File: src/rtl/i2c_byte_target_pkg.sv
`timescale 1ns / 1ps
package i2c_byte_target_pkg;

  localparam int BYTE_W   = 8;
  localparam int BITCNT_W = 4;

  typedef enum logic [2:0] {
    TS_IDLE,
    TS_ADDR,
    TS_ADDR_ACK,
    TS_WR,
    TS_WR_ACK,
    TS_RD,
    TS_RD_ACK,
    TS_WAIT
  } tgt_state_e;

endpackage

File: src/rtl/i2c_line_filter.sv
`timescale 1ns / 1ps
module i2c_line_filter #(
  parameter int SYNC_STAGES = 2,
  parameter int FILTER_LEN  = 4
) (
  input  logic clk,
  input  logic rst_n,
  input  logic line_in,
  output logic level
);

  localparam int CNT_W = $clog2(FILTER_LEN + 1);
  localparam logic [CNT_W-1:0] CNT_LAST = CNT_W'(FILTER_LEN - 1);

  logic [SYNC_STAGES-1:0] sync_q;
  logic                   sync_out;
  logic [CNT_W-1:0]       cnt_q, cnt_d;
  logic                   level_q, level_d;

  generate
    if (SYNC_STAGES > 1) begin : g_sync_chain
      always_ff @(posedge clk or negedge rst_n) begin
        if (!rst_n) sync_q <= '1;
        else        sync_q <= {sync_q[SYNC_STAGES-2:0], line_in};
      end
    end else begin : g_sync_single
      always_ff @(posedge clk or negedge rst_n) begin
        if (!rst_n) sync_q <= '1;
        else        sync_q <= line_in;
      end
    end
  endgenerate

  assign sync_out = sync_q[SYNC_STAGES-1];

  // Count samples that disagree with the accepted level; a matching sample restarts the count.
  always_comb begin
    cnt_d   = cnt_q;
    level_d = level_q;
    if (sync_out == level_q) begin
      cnt_d = '0;
    end else if (cnt_q == CNT_LAST) begin
      level_d = sync_out;
      cnt_d   = '0;
    end else begin
      cnt_d = cnt_q + CNT_W'(1);
    end
  end

  always_ff @(posedge clk or negedge rst_n) begin
    if (!rst_n) begin
      cnt_q   <= '0;
      level_q <= 1'b1;
    end else begin
      cnt_q   <= cnt_d;
      level_q <= level_d;
    end
  end

  assign level = level_q;

  // an accepted level is always the synchronized level seen at that edge
  p_filter_settle_r9: assert property (@(posedge clk) disable iff (!rst_n)
    (level_q != $past(level_q)) |-> ($past(sync_out) == level_q));

endmodule

File: src/rtl/i2c_target_fsm.sv
`timescale 1ns / 1ps
module i2c_target_fsm
  import i2c_byte_target_pkg::*;
#(
  parameter logic [6:0] DEV_ADDR = 7'h70
) (
  input  logic              clk,
  input  logic              rst_n,
  input  logic              scl_f,
  input  logic              sda_f,
  input  logic [BYTE_W-1:0] cur_value,
  output logic              commit,
  output logic [BYTE_W-1:0] rx_byte,
  output logic              sda_pull
);

  localparam logic [BITCNT_W-1:0] RX_FULL = BITCNT_W'(BYTE_W);
  localparam logic [BITCNT_W-1:0] TX_LAST = BITCNT_W'(BYTE_W - 1);

  tgt_state_e            st_q, st_d;
  logic [BITCNT_W-1:0]   cnt_q, cnt_d;
  logic [BYTE_W-1:0]     rx_q, rx_d, tx_q, tx_d;
  logic                  pull_q, pull_d;
  logic                  rw_q, rw_d;
  logic                  mack_q, mack_d;
  logic                  scl_q, sda_q;
  logic                  commit_c;

  logic scl_rise, scl_fall, start_ev, stop_ev;
  assign scl_rise = scl_f & ~scl_q;
  assign scl_fall = ~scl_f & scl_q;
  assign start_ev = scl_f & scl_q & sda_q & ~sda_f;
  assign stop_ev  = scl_f & scl_q & ~sda_q & sda_f;

  always_comb begin
    st_d     = st_q;
    cnt_d    = cnt_q;
    rx_d     = rx_q;
    tx_d     = tx_q;
    pull_d   = pull_q;
    rw_d     = rw_q;
    mack_d   = mack_q;
    commit_c = 1'b0;
    if (stop_ev) begin
      st_d   = TS_IDLE;
      pull_d = 1'b0;
    end else if (start_ev) begin
      st_d   = TS_ADDR;
      cnt_d  = '0;
      pull_d = 1'b0;
    end else begin
      unique case (st_q)
        TS_ADDR: begin
          if (scl_rise && cnt_q < RX_FULL) begin
            rx_d  = {rx_q[BYTE_W-2:0], sda_f};
            cnt_d = cnt_q + BITCNT_W'(1);
          end else if (scl_fall && cnt_q == RX_FULL) begin
            if (rx_q[BYTE_W-1:1] == DEV_ADDR) begin
              pull_d = 1'b1;
              rw_d   = rx_q[0];
              st_d   = TS_ADDR_ACK;
            end else begin
              st_d = TS_WAIT;
            end
          end
        end
        TS_ADDR_ACK: begin
          if (scl_fall) begin
            cnt_d = '0;
            if (rw_q) begin
              tx_d   = cur_value;
              pull_d = ~cur_value[BYTE_W-1];
              st_d   = TS_RD;
            end else begin
              pull_d = 1'b0;
              st_d   = TS_WR;
            end
          end
        end
        TS_WR: begin
          if (scl_rise && cnt_q < RX_FULL) begin
            rx_d  = {rx_q[BYTE_W-2:0], sda_f};
            cnt_d = cnt_q + BITCNT_W'(1);
          end else if (scl_fall && cnt_q == RX_FULL) begin
            commit_c = 1'b1;
            pull_d   = 1'b1;
            st_d     = TS_WR_ACK;
          end
        end
        TS_WR_ACK: begin
          if (scl_fall) begin
            pull_d = 1'b0;
            cnt_d  = '0;
            st_d   = TS_WR;
          end
        end
        TS_RD: begin
          if (scl_fall) begin
            if (cnt_q == TX_LAST) begin
              pull_d = 1'b0;
              st_d   = TS_RD_ACK;
            end else begin
              tx_d   = {tx_q[BYTE_W-2:0], 1'b0};
              pull_d = ~tx_q[BYTE_W-2];
              cnt_d  = cnt_q + BITCNT_W'(1);
            end
          end
        end
        TS_RD_ACK: begin
          if (scl_rise) begin
            mack_d = ~sda_f;
          end else if (scl_fall) begin
            if (mack_q) begin
              tx_d   = cur_value;
              pull_d = ~cur_value[BYTE_W-1];
              cnt_d  = '0;
              st_d   = TS_RD;
            end else begin
              st_d = TS_WAIT;
            end
          end
        end
        default: ;
      endcase
    end
  end

  always_ff @(posedge clk or negedge rst_n) begin
    if (!rst_n) begin
      st_q   <= TS_IDLE;
      cnt_q  <= '0;
      rx_q   <= '0;
      tx_q   <= '0;
      pull_q <= 1'b0;
      rw_q   <= 1'b0;
      mack_q <= 1'b0;
      scl_q  <= 1'b1;
      sda_q  <= 1'b1;
    end else begin
      st_q   <= st_d;
      cnt_q  <= cnt_d;
      rx_q   <= rx_d;
      tx_q   <= tx_d;
      pull_q <= pull_d;
      rw_q   <= rw_d;
      mack_q <= mack_d;
      scl_q  <= scl_f;
      sda_q  <= sda_f;
    end
  end

  assign commit   = commit_c;
  assign rx_byte  = rx_q;
  assign sda_pull = pull_q;

  // the address acknowledge is only ever given for the configured address
  p_ack_match_r2: assert property (@(posedge clk) disable iff (!rst_n)
    (st_q == TS_ADDR_ACK) |-> (rx_q[BYTE_W-1:1] == DEV_ADDR));

  // SDA drive changes away from start/stop only when SCL was low
  p_sda_on_low_r5: assert property (@(posedge clk) disable iff (!rst_n)
    ((pull_q != $past(pull_q)) && !$past(start_ev) && !$past(stop_ev)) |-> !$past(scl_f));

  // while waiting for the bus to end, SDA is released
  p_quiet_wait_r7: assert property (@(posedge clk) disable iff (!rst_n)
    (st_q == TS_WAIT) |-> !pull_q);

endmodule

File: src/rtl/i2c_byte_target.sv
`timescale 1ns / 1ps
module i2c_byte_target
  import i2c_byte_target_pkg::*;
#(
  parameter logic [6:0] DEV_ADDR    = 7'h70,
  parameter int         FILTER_LEN  = 4,
  parameter int         SYNC_STAGES = 2
) (
  input  logic              clk,
  input  logic              rst_n,
  input  logic              scl_i,
  output logic              scl_o,
  input  logic              sda_i,
  output logic              sda_o,
  input  logic [BYTE_W-1:0] load_data,
  input  logic              load_strobe,
  output logic [BYTE_W-1:0] reg_value
);

  localparam int N_LINES = 2;

  logic [1:0]         rst_pipe;
  logic               rst_sync_n;
  logic [N_LINES-1:0] raw_lines, filt_lines;
  logic               commit, sda_pull;
  logic [BYTE_W-1:0]  rx_byte;
  logic [BYTE_W-1:0]  reg_q, reg_d;

  always_ff @(posedge clk or negedge rst_n) begin
    if (!rst_n) rst_pipe <= '0;
    else        rst_pipe <= {rst_pipe[0], 1'b1};
  end
  assign rst_sync_n = rst_pipe[1];

  assign raw_lines = {sda_i, scl_i};

  generate
    for (genvar g = 0; g < N_LINES; g++) begin : g_line
      i2c_line_filter #(
        .SYNC_STAGES(SYNC_STAGES),
        .FILTER_LEN (FILTER_LEN)
      ) i_filter (
        .clk    (clk),
        .rst_n  (rst_sync_n),
        .line_in(raw_lines[g]),
        .level  (filt_lines[g])
      );
    end
  endgenerate

  i2c_target_fsm #(
    .DEV_ADDR(DEV_ADDR)
  ) i_fsm (
    .clk      (clk),
    .rst_n    (rst_sync_n),
    .scl_f    (filt_lines[0]),
    .sda_f    (filt_lines[1]),
    .cur_value(reg_q),
    .commit   (commit),
    .rx_byte  (rx_byte),
    .sda_pull (sda_pull)
  );

  // Bus byte takes priority over a local load in the same clock.
  always_comb begin
    reg_d = reg_q;
    if (commit)           reg_d = rx_byte;
    else if (load_strobe) reg_d = load_data;
  end

  always_ff @(posedge clk or negedge rst_sync_n) begin
    if (!rst_sync_n) reg_q <= '0;
    else             reg_q <= reg_d;
  end

  assign reg_value = reg_q;
  assign sda_o     = ~sda_pull;
  assign scl_o     = 1'b1;

  // a lone local strobe loads its data on the next clock
  p_latch_load_r6: assert property (@(posedge clk) disable iff (!rst_sync_n)
    (load_strobe && !commit) |=> (reg_value == $past(load_data)));

  // a committed bus byte is what the register holds next
  p_bus_wins_r10: assert property (@(posedge clk) disable iff (!rst_sync_n)
    commit |=> (reg_value == $past(rx_byte)));

  // without a commit or a strobe the register holds
  p_reg_hold_r4: assert property (@(posedge clk) disable iff (!rst_sync_n)
    (!load_strobe && !commit) |=> (reg_value == $past(reg_value)));

endmodule

File: config.mk
export PLATFORM = sky130hd
export DESIGN_NAME = i2c_byte_target
export DESIGN_NICKNAME = d
export VERILOG_FILES = /design/src/rtl/i2c_byte_target_pkg.sv /design/src/rtl/i2c_line_filter.sv /design/src/rtl/i2c_target_fsm.sv /design/src/rtl/i2c_byte_target.sv
export SDC_FILE = /design/constraint.sdc
export NUM_CORES = 1
export LEC_CHECK = 0
export BUFFER_PORTS_ARGS = -buffer_cell sky130_fd_sc_hd__buf_2
export CAP_MARGIN = 20
export CORE_MARGIN = 3
export CORE_UTILIZATION = 53
export CTS_BUF_LIST = sky130_fd_sc_hd__clkbuf_16
export CTS_CLUSTER_DIAMETER = 150
export DETAILED_ROUTE_END_ITERATION = 16
export PLACE_DENSITY_LB_ADDON = 0.2
export SLEW_MARGIN = 20
export SYNTH_ARGS = -nofsm -noshare
export SYNTH_HDL_FRONTEND = slang
export SYNTH_HIERARCHICAL = 1
export SYNTH_SLANG_ARGS = --single-unit
File: constraint.sdc
create_clock -name clk -period 1.6 [get_ports clk]
set_input_delay 0.32 -clock clk [delete_from_list [all_inputs] [get_ports clk]]
set_output_delay 0.32 -clock clk [all_outputs]
set_load 0.02 [all_outputs]
==> results list, run 1 <==
* Max-capacitance violation count: 0
* Area of the placeable core: roughly 4200 µm²
* Initial antenna violation count: 0
* Post-Synth XOR/XNOR Area: 1.45%
- Number of clock sinks: between 40 and 50
- After synthesis, the largest family of logic cells by area is simple AND/OR/NAND/NOR gates.
* Final Total Pwr: roughly 5.4 mW
- For this run, the leading register cell type out of synthesis is sky130_fd_sc_hd__dfrtp_1.
- The worst setup path is captured at a register.
- Slowest stage cell on the critical path: sky130_fd_sc_hd__dfrtp_1
* Length of the first detailed-routing pass in iterations: 5
- Number of distinct library cell variants in the gate-level netlist after synthesis: 46
- After clock tree synthesis, the clock-pin slew on the worst setup and hold paths is around 60 ps.
- The final max-slew violation count is 0.
- The final critical path takes up 113% of the cycle.
- Most common cell after layout, fill and taps aside: sky130_fd_sc_hd__buf_4
* Number of standard cells in the final layout excluding fillers: approximately 340
- Die footprint: approximately 5400 µm²
- Worst hold start: scl_i
- Setup violations, final: 27
- GPL Wtd Cong: 0.907
- Vias per cell: between 5 and 6
* Horizontal die dimension: ~74 µm
- Maximum clock insertion buffer count: 2
- Once placement finished, the instance area stood at approximately 2900 µm².
- Hold WS: 133 ps
* Reg-to-reg critical path startpoint: i_fsm/cnt_q[1]
* Mapped Area: between 2000 and 2500 µm²
- Clock latency on the worst-skew pair: between 200 and 300 ps
- The synthesized netlist devotes approximately an eighth of its cell area to compound gates.
* Placed insts: between 300 and 400
* Post-Syn Instances: around 220
- Once detailed placement completed, the half-perimeter wirelength came to 3720 µm.
- Final worst setup slack: -206 ps
- CP Max Fanout: 3
* # IOs: 23
- Subtracting the final worst setup slack from the clock period gives around 1800 ps.
* Via count of the first global-routing pass: slightly below 2000
- The initialized floorplan defines 23 standard-cell rows.
* Mean cell area of the mapped netlist: ~11 µm²
- Cell-by-cell listing of the critical path: ha_2, nor4bb_4, o2bb2ai_2, a2bb2oi_2, o21ai_4, mux2_4
* TritonCTS clock tree: yes
- The first global-routing pass estimated 9250 µm of wire.
- The floorplan step set the die height to about 74 µm.
- The hold violation total from the final report came to 0.
- Critical path type: register to register
* Share of synthesized flip-flops with an asynchronous set or reset: between 90% and 100%
- For this run the aggregate overflow at the end of global routing stands at 0.
* Synthesis-stage register bit count: just under 50
- Yosys mapped a number of flops with a built-in enable equal to 0.
- Entering global routing, the biggest net connects between 40 and 50 pins.
- For the worst setup path, the data required time is between 1500 and 2000 ps.
- The number of antenna diodes in the final layout is 0.
- RSZ-0062 raised after global routing: true
- Largest stage delay on the critical path: between 300 and 400 ps
- Post-synthesis mux area share: a little over an eighth
* Post-Route WL: between 6000 and 7000 µm
- Once the floorplan was initialized, standard cells occupied roughly 58% of the core.
* IR Drop Worst-Case VDD: between 800 and 900 µV
- After Yosys synthesis, and, or, nand and nor cells account for approximately 16% of the synthesized area.
* Number of nets in the layout: slightly above 300
- Derived from the worst setup path, the maximum achievable clock frequency is 0.554 GHz.
- Share of the yosys chip area belonging to registers: about half
* Clock root buffer: sky130_fd_sc_hd__clkbuf_16
- Power spread over the standard cell area amounts to approximately 1600 nW/µm².
- In this run the remaining antenna-violating nets after routing total 0.
- The H-tree was split into 2 levels.
- Place WS: -181 ps
- Summed over all failing endpoints, the final setup total negative slack is -2580 ps.
- The routed layout has ~2000 vias.
* DRC violation total after the first TritonRoute iteration: 112
* Failing checks: setup timing
- Worst endpoint data arrival time: between 1500 and 2000 ps
- Global routing consumed, over all layers together, between 20% and 30% of the routing resources.
- DRC errors left: 0
- In the layout the commonest cells are 49 x sky130_fd_sc_hd__buf_4, 38 x sky130_fd_sc_hd__dfrtp_1, 21 x sky130_fd_sc_hd__nand2_1, 21 x sky130_fd_sc_hd__buf_2, 17 x sky130_fd_sc_hd__mux2i_1.
- Fin Clk Skew: 4.75 ps
- Dividing the detail-routed wire length by the instance count gives 18.6 µm.
* Worst min path class: primary input to register
- Summing the areas of all fa, ha and maj instances in the mapped netlist gives under 10% of the synthesized area.
- Setup crit start kind: register
* Count of port buffers added during placement: 21
* Post-layout util: 79.9%
- CTS buffer count: 5
- Growth of design area from synthesis to finish: 38.8%
- For this design the static power due to leakage is 1.58 nW.
* Start point of the critical path: i_fsm/cnt_q[1]
* Post-route design area: between 3000 and 4000 µm²
- The Yosys step of the flow raised 6 warnings.
* Layout cell share with drive strength beyond 1: between 40 and 50%
- The run finished, with violations left.
[synth_stat cells (4+ instances only)]
cell type / instances / area share (%)
sky130_fd_sc_hd__inv_1: 8 / 1.2
sky130_fd_sc_hd__clkbuf_1: 4 / 0.62
sky130_fd_sc_hd__dfstp_2: 8 / 8.7
sky130_fd_sc_hd__nand2_1: 21 / 3.3
sky130_fd_sc_hd__o21ai_0: 13 / 2.7
sky130_fd_sc_hd__ha_1: 4 / 2.1
sky130_fd_sc_hd__nor3b_1: 4 / 1.2
sky130_fd_sc_hd__o21ai_1: 9 / 1.9
sky130_fd_sc_hd__dfrtp_1: 41 / 42
sky130_fd_sc_hd__nor3_1: 4 / 0.83
sky130_fd_sc_hd__mux2_2: 11 / 5.1
sky130_fd_sc_hd__nand3_1: 5 / 1.0
sky130_fd_sc_hd__nor2_1: 9 / 1.4
sky130_fd_sc_hd__and3_1: 4 / 1.0
sky130_fd_sc_hd__mux2i_1: 17 / 7.0
[layer usage]
metal,routed length (µm),track usage (%),vias to the layer above,share of wire (%)
met3,274,5.20,14,4.3
li1,-,-,920,-
met5,0,0,-,0
met4,174,8.85,0,2.7
met2,3280,38.2,62,52
met1,2640,29.0,999,41
[what timing repair did]
action / in CTS / in global routing
pin swaps: 8 / 13
endpoints found under the setup margin: 26 / 33
buffers inserted: 4 / 7
hold buffers: 1 / 0
hold endpoints to repair: 2 / 0
resized for setup: 18 / 35
[cell families (layout without fill, tap and decap cells)]
family          Yosys count  in the layout
fa+ha+maj                 4              4
buf+inv                  19             95
xor+xnor                  4              4
compound gates           44             44
mux                      30             30
flops                    49             49
other cells               1              2
simple gates             65             65
[worst max-delay path, delay by kind of cell, from the launching register on]
| family | cells | cell delay [ps] |
|---|---|---|
| AOI/OAI and AO/OA | 3 | 500 |
| DFF | 1 | 390 |
| and+or+nand+nor | 1 | 270 |
| adders and majority gates | 1 | 200 |
| muxes | 1 | 320 |
[path summary, 6_finish.rpt]
check / endpoint / slack (ps) / cells past startpoint
max: i_fsm/cnt_q[1] / -210 / 6
min: g_line[0].i_filter/sync_q[0] / 130 / 1
max reg2reg: i_fsm/cnt_q[1] / -210 / 6
min reg2reg: g_line[1].i_filter/cnt_q[1] / 240 / 1
max in group asynchronous: g_line[0].i_filter/sync_q[0] / 1070 / 1
min in group asynchronous: g_line[1].i_filter/cnt_q[1] / 240 / 1
[flip-flops by register name, indices dropped and copies added, names as in the netlist]
signal	cells
i_fsm/st_q	3
g_line.i_filter/sync_q	4
i_fsm/scl_q	1
g_line.i_filter/level	2
i_fsm/sda_q	1
rst_pipe	2
i_fsm/cnt_q	4
g_line.i_filter/cnt_q	6
i_fsm/tx_q	7
reg_value	8
i_fsm/sda_pull	1
i_fsm/rx_byte	8
i_fsm/mack_q	1
i_fsm/rw_q	1
[layout make-up]
cell class | count | area, µm²
inverter | 8 | 32.5
clock buffer | 5 | 125
fill | 250 | 843
tap | 50 | 62.6
timing repair buffer | 79 | 594
clock inverter | 3 | 17.5
multi-input combinational | 149 | 1290
sequential | 49 | 1240
[power by group]
group          internal [mW]  switching [mW]  leakage [nW]
logic                   1.35            1.17         0.937
clock network          0.574           0.446        0.0712
registers               1.58           0.261         0.577
Note: power is estimated with default switching activity, not from simulation.
==> inputs of run 2 (changes only) <==
--- a/config.mk
+++ b/config.mk
@@ -12,7 +12,8 @@
 export CTS_BUF_LIST = sky130_fd_sc_hd__clkbuf_16
 export CTS_CLUSTER_DIAMETER = 150
 export DETAILED_ROUTE_END_ITERATION = 16
-export PLACE_DENSITY_LB_ADDON = 0.2
+export PLACE_DENSITY = 0.75
+export REMOVE_ABC_BUFFERS = 1
 export SLEW_MARGIN = 20
 export SYNTH_ARGS = -nofsm -noshare
 export SYNTH_HDL_FRONTEND = slang
==> results list, run 2 (synthesized netlist as in run 1, its figures left out) <==
- The run finished, with violations left.
* Worst endpoint data arrival time: 1920 ps (-60 ps)
* H-tree lvl count: 2 (unchanged)
- The deepest clock path buffer count was 2 (unchanged).
- Count of port buffers added during placement: 21 (unchanged)
* Leakage: 1.68 nW (+6.0%)
* # IOs: 23 (unchanged)
- Number of nets in the layout: 307 (-0.65%)
- The largest net degree at the start of global routing came to 32 (-33%).
* Number of routed nets with antenna violations: 0 (unchanged)
* Final count of pins violating max slew: 0 (unchanged)
* GRT overflow: 0 (unchanged)
* Number of clock sinks: 49 (unchanged)
- The post-route total power is 5.50 mW (+2.1%).
* Final worst setup slack: -147 ps (+58.9 ps)
* Worst hold start: scl_i
- The buffering stage count on the worst path with inverters included is 1 (+1).
* Reg-to-reg critical path startpoint: i_fsm/cnt_q[0]
- Initial antenna violation count: 0 (unchanged)
- Placed insts: 321 (-0.62%)
- Post-Route WL: 6600 µm (+3.6%)
- Fraction of the cycle the final worst path needs: 109% (-3.7 points)
* Highest attainable clock frequency: 0.572 GHz (+3.4%)
- Sink of the worst hold path: g_line[0].i_filter/sync_q[0]
- Worst min path class: primary input to register
- The hold violation total from the final report came to 0 (unchanged).
- The required time reported for the critical path endpoint is 1780 ps (about the same).
- Die footprint: 5410 µm² (unchanged)
- The final weighted congestion of routability-driven global placement came to 0.977 (+7.7%).
- IR Drop Worst-Case VDD: 1340 µV (+52%)
- Via count of the first global-routing pass: 1960 (-1.2%)
- Clock edge transition at the registers on the reported setup and hold paths: 70 ps (about the same)
* Fill cell count: 223 (-11%)
- Critical Path Sink Type: register
* Wire length of the first global-routing pass: 9850 µm (+6.6%)
- Failing checks: setup timing
* Horizontal die dimension: 73.6 µm (unchanged)
- The effective utilization at floorplan was 57.6% (unchanged).
- Crit Reg-Reg Endpoint: i_fsm/rw_q
* Hold WS: 131 ps (-1.18 ps)
* Vert. Die Dim: 73.6 µm (unchanged)
- Walking the worst path, the cells encountered are inv_1, ha_2, nand3b_1, nor2_2, nand2_2, nor3_4, mux2_4.
- Clock root buffer: sky130_fd_sc_hd__clkbuf_16
- The number of cells in the finished layout apart from fillers was 341 (-0.58%).
- The total core area came to 4200 µm² (unchanged).
- The total setup violations reported at the end of the flow is 19 (-30%).
- Slowest stage cell on the critical path: sky130_fd_sc_hd__dfrtp_1
* Area occupied by multi-input gates: 1340 µm² (+4.2%)
- TritonCTS clock tree: yes
* Worst hold stages: 1 (unchanged)
- The worst setup path is launched from a register.
* Routed WL per cell: 19.3 µm (+4.2%)
- The number of antenna cells inserted is 0 (unchanged).
- Most common cell after layout, fill and taps aside: sky130_fd_sc_hd__buf_4
* Most frequent cells in the layout: 46 x sky130_fd_sc_hd__buf_4, 39 x sky130_fd_sc_hd__dfrtp_1, 22 x sky130_fd_sc_hd__buf_2
* Placement row count: 23 (unchanged)
- DRC errors left: 0 (unchanged)
* Post-DP HPWL: 3910 µm (+5.2%)
* Max-capacitance violation count: 0 (unchanged)
- Critical path type: register to register
- The number of vias per cell after detailed routing is 5.91 (+1.6%).
- The largest incremental delay on the critical path is 400 ps (about the same).
* Min cycle time layout: 1750 ps (-58.9 ps)
- RSZ-0062 raised after global routing: true
- The area growth from synthesis to layout is 41.8%.
- Clock latency on the worst-skew pair: 290 ps (about the same)
* CTS buffer count: 5 (unchanged)
- Length of the first detailed-routing pass in iterations: 5 (unchanged)
- Place WS: -180 ps (+1.74 ps)
* DRC violation total after the first TritonRoute iteration: 207 (+85%)
- The cell family contributing the most delay on the critical path is simple AND/OR/NAND/NOR gates.
- The footprint of the flip-flops and latches was 1240 µm² (-0.10%).
- The aggregate global-route resource usage was 24.3% (+1.3 points).
* Layout cell share with drive strength beyond 1: 52.9% (+4.5 points)
- Pwr per Cell Area: 1600 nW/µm² (about the same)
* Via count: 2015 (+1.0%)
- Fin Clk Skew: 6.06 ps (+1.31 ps)
- CP Max Fanout: 3 (unchanged)
- R2R Setup Slk: -150 ps (+60 ps)
* Worst r2r path cells: 7 (+1)
## run 2: changes by cell type in the layout (fill, tap and decap cells not counted), moves of 2 or more
| cell | delta |
|---|---|
| sky130_fd_sc_hd__buf_4 | -3 |
| sky130_fd_sc_hd__mux2_4 | +5 |
| sky130_fd_sc_hd__nand2_2 | +6 |
| sky130_fd_sc_hd__o21ai_2 | +6 |
| sky130_fd_sc_hd__nand2_4 | +3 |
| sky130_fd_sc_hd__o21ai_1 | -8 |
| sky130_fd_sc_hd__o21ai_0 | +2 |
| sky130_fd_sc_hd__nand3_2 | -2 |
| sky130_fd_sc_hd__mux2_2 | -5 |
| sky130_fd_sc_hd__nand2_1 | -9 |
## run 2: cell type report
type,instances,area share (%)
Multi-Input combinational cell,149,39.0
Sequential cell,49,36.1
Inverter,8,0.875
Clock inverter,3,1.42
Timing Repair Buffer,77,17.1
Tap cell,50,1.82
Clock buffer,5,3.65
## run 2: layer usage
metal	GRT usage, %	vias up	part of all wire [%]
met5	0	-	0
met4	6.64	0	2.8
met3	5.06	24	5.1
met2	41.0	84	52
met1	31.5	996	40
li1	-	911	-
## run 2: worst max-delay path by stage
stage | start | endpoint | slack (ps) | cells after the start
4_1_cts | i_fsm/rx_byte[3] | i_fsm/rw_q | -90 | 4
3_3_place_gp | i_fsm/cnt_q[0] | i_fsm/cnt_q[1] | -100 | 6
2_1_floorplan | i_fsm/st_q[2] | i_fsm/tx_q[0] | -440 | 4
5_1_grt | i_fsm/cnt_q[1] | i_fsm/rw_q | -190 | 7
3_5_place_dp | i_fsm/cnt_q[0] | i_fsm/st_q[0] | -180 | 7
6_report | i_fsm/cnt_q[0] | i_fsm/rw_q | -150 | 7
## run 2: metrics by stage
| step | instance area [µm²] | TNS [ps] | utilization [%] |
|---|---|---|---|
| after floorplan | 2350 | -5300 | - |
| after global placement | 2880 | -441 | 68.5 |
| after detailed placement | 2880 | -856 | 68.5 |
| after CTS | 3190 | -395 | 75.9 |
| after global routing | 3430 | -2670 | 81.7 |
| final | 3430 | -1370 | 81.7 |
## run 2: power breakdown
part	total (mW)	internal (mW)	switching, mW	leakage [nW]
combinational	2.42	1.29	1.13	1.02
clock	1.23	0.748	0.479	0.0819
sequential	1.85	1.58	0.272	0.578
total	5.50	3.62	1.88	1.68
## run 2: repair_timing
action / CTS / global route
cloned: 0 / 2
buffers inserted: 4 / 5
hold buffers: 1 / 0
pin swaps: 7 / 13
setup endpoints to repair: 16 / 33
endpoints found under the hold margin: 2 / 0
resized for setup: 24 / 46
## run 2: worst register-to-register path: stages (launching register included)
cell and delay (ps):
sky130_fd_sc_hd__dfrtp_1 400, sky130_fd_sc_hd__inv_1 70, sky130_fd_sc_hd__ha_2 170, sky130_fd_sc_hd__nand3b_1 190, sky130_fd_sc_hd__nor2_2 240, sky130_fd_sc_hd__nand2_2 90
sky130_fd_sc_hd__nor3_4 170, sky130_fd_sc_hd__mux2_4 310
==> inputs of run 3 (changes only) <==
--- a/config.mk
+++ b/config.mk
@@ -13,6 +13,7 @@
 export CTS_CLUSTER_DIAMETER = 150
 export DETAILED_ROUTE_END_ITERATION = 16
 export PLACE_DENSITY = 0.75
+export RECOVER_POWER = 50
 export REMOVE_ABC_BUFFERS = 1
 export SLEW_MARGIN = 20
 export SYNTH_ARGS = -nofsm -noshare
==> results list, run 3 (synthesized netlist as in run 1, its figures left out) <==
- The buffering stage count on the worst path with inverters included is 1 (unchanged).
- Critical Path Sink Type: register
- The deepest clock path buffer count came to 2 (unchanged).
- The post-route antenna net violation count came to 0 (unchanged).
- The flow ran to the end, but the final reports show violations.
* Wire length of the first global-routing pass: 9850 µm (unchanged)
* Post-DP HPWL: 3910 µm (unchanged)
- The library cell used most frequently in the layout, excluding fill and tap cells, is sky130_fd_sc_hd__buf_4.
- CTS buffer count: 5 (unchanged)
- H-tree lvl count: 2 (unchanged)
- Clock latency on the worst-skew pair: 290 ps (about the same)
- The cell area reported after detailed placement is 2880 µm² (unchanged).
- The clock tree skew after final layout was 6.03 ps (-0.0278 ps).
* Maximum number of pins on one net before global-route repair: 32 (unchanged)
- Worst min path class: primary input to register
- The post-route fraction of the period consumed by the critical path came to 109% (about the same).
- GPL Wtd Cong: 0.977 (unchanged)
- The power density relative to cell area is 1600 nW/µm² (about the same).
- The final critical-path setup slack was -147 ps (-0.0350 ps).
* Most frequent cells in the layout: 46 x sky130_fd_sc_hd__buf_4, 39 x sky130_fd_sc_hd__dfrtp_1, 21 x sky130_fd_sc_hd__buf_2
- Min cycle time layout: 1750 ps (+0.0350 ps)
* Failing checks: setup timing
- The total setup violations reported at the end of the flow was 19 (unchanged).
- Grouping stages by cell kind, the critical path spends the most delay in simple AND/OR/NAND/NOR gates.
- IR Drop Worst-Case VDD: 1340 µV (about the same)
- Setup repair after global routing could not meet its margin everywhere.
- Antenna diode count: 0 (unchanged)
* Slowest stage cell on the critical path: sky130_fd_sc_hd__dfrtp_1
- The largest incremental delay on the critical path was 400 ps (about the same).
- Count of port buffers added during placement: 21 (unchanged)
- GRT overflow: 0 (unchanged)
- Growth of design area from synthesis to finish: 41.8% (about the same)
- The final max-slew violation count came to 0 (unchanged).
* Setup crit start kind: register
- Layout cell share with drive strength beyond 1: 52.6% (-0.34 points)
- The critical path arrival came to 1920 ps (about the same).
- The final design utilization came to 81.7% (about the same).
* CP Max Fanout: 3 (unchanged)
* Number of clock sinks: 49 (unchanged)
* Vert. Die Dim: 73.6 µm (unchanged)
* Routed WL per cell: 19.3 µm (about the same)
- Highest attainable clock frequency: 0.572 GHz (about the same)
* Critical path type: register to register
* Horizontal die dimension: 73.6 µm (unchanged)
- Leakage: 1.68 nW (-0.16%)
- Cell-by-cell listing of the critical path: inv_1, ha_2, nand3b_1, nor2_2, nand2_2, nor3_4, mux2_4
- The post-layout net count came to 307 (unchanged).
- Vias per cell: 5.91 (unchanged)
- The hold violation total from the final report is 0 (unchanged).
- DRC violation total after the first TritonRoute iteration: 207 (unchanged)
- Post-route design area: 3430 µm² (about the same)
* Initial antenna violation count: 0 (unchanged)
- The number of global-route vias before repair was 1960 (unchanged).
- The number of placed I/O pins came to 23 (unchanged).
- The post-detailed-routing wire length is 6590 µm (about the same).
- Length of the first detailed-routing pass in iterations: 5 (unchanged)
- The max capacitance violation total came to 0 (unchanged).
- The residual DRC count is 0 (unchanged).
* Placement row count: 23 (unchanged)
- Required time reported for the critical path endpoint: 1780 ps (about the same)
* Effective utilization at floorplan: 57.6% (unchanged)
- The total core area is 4200 µm² (unchanged).
- Clock edge transition at the registers on the reported setup and hold paths: 70 ps (about the same)
- Via count: 2015 (unchanged)
* Setup tns final: -1370 ps (-0.690 ps)
- TritonCTS built the clock tree.
* Clock root buffer: sky130_fd_sc_hd__clkbuf_16
- Global-route usage over all layers: 24.3% (unchanged)
- Die footprint: 5410 µm² (unchanged)
run 3: cell types whose count changed in the layout (fill, tap and decap cells not counted), sizes merged:
cell,before,now
clkbuf,6,7
buf,75,74
run 3: through the flow:
stage | cells | setup slack [ps] | hold WS [ps] | power (mW)
after floorplan | 206 | -436 | 24.4 | 2.85
after detailed placement | 321 | -180 | 107 | 3.74
final | 341 | -147 | 131 | 5.50
after global placement | 321 | -101 | 106 | 3.68
after CTS | 334 | -91.4 | 128 | 5.16
after global routing | 341 | -185 | 118 | 5.78
run 3: layout make-up:
| type | count | area (µm²) |
|---|---|---|
| multi-input combinational | 149 | 1340 |
| sequential | 49 | 1240 |
| fill | 223 | 771 |
| timing repair buffer | 77 | 586 |
| clock buffer | 5 | 125 |
| tap | 50 | 62.6 |
| clock inverter | 3 | 48.8 |
| inverter | 8 | 30.0 |
run 3: timing repair:
item	4_1_cts	5_1_grt
endpoints found under the hold margin	2	0
gates cloned	0	2
pin swaps	7	13
setup endpoints to repair	16	33
gates resized for setup	24	46
hold buffers	1	0
setup buffers	4	5
run 3: power breakdown:
part	switching (mW)	internal [mW]	total (mW)
logic	1.13	1.29	2.42
registers	0.272	1.58	1.85
clock network	0.479	0.748	1.23
total	1.88	3.62	5.50
run 3: path summary, 6_finish.rpt:
check	startpoint	endpoint	slack (ps)	cells after the start
worst min register to register	rst_pipe[1]	g_line[1].i_filter/cnt_q[1]	190	0
worst max register to register	i_fsm/cnt_q[0]	i_fsm/rw_q	-150	7
worst max-delay path	i_fsm/cnt_q[0]	i_fsm/rw_q	-150	7
max in group asynchronous	rst_pipe[1]	g_line[0].i_filter/sync_q[0]	850	1
worst min-delay path	scl_i	g_line[0].i_filter/sync_q[0]	130	1
min in group asynchronous	rst_pipe[1]	g_line[1].i_filter/cnt_q[1]	190	0
run 3: layer usage:
layer | wire length [µm] | vias to the layer above | track usage, % | share of wire (%)
met1 | 2660 | 996 | 31.5 | 40
met3 | 335 | 24 | 5.06 | 5.1
met2 | 3410 | 84 | 41.0 | 52
li1 | - | 911 | - | -
met4 | 187 | 0 | 6.64 | 2.8
met5 | 0 | - | 0 | 0
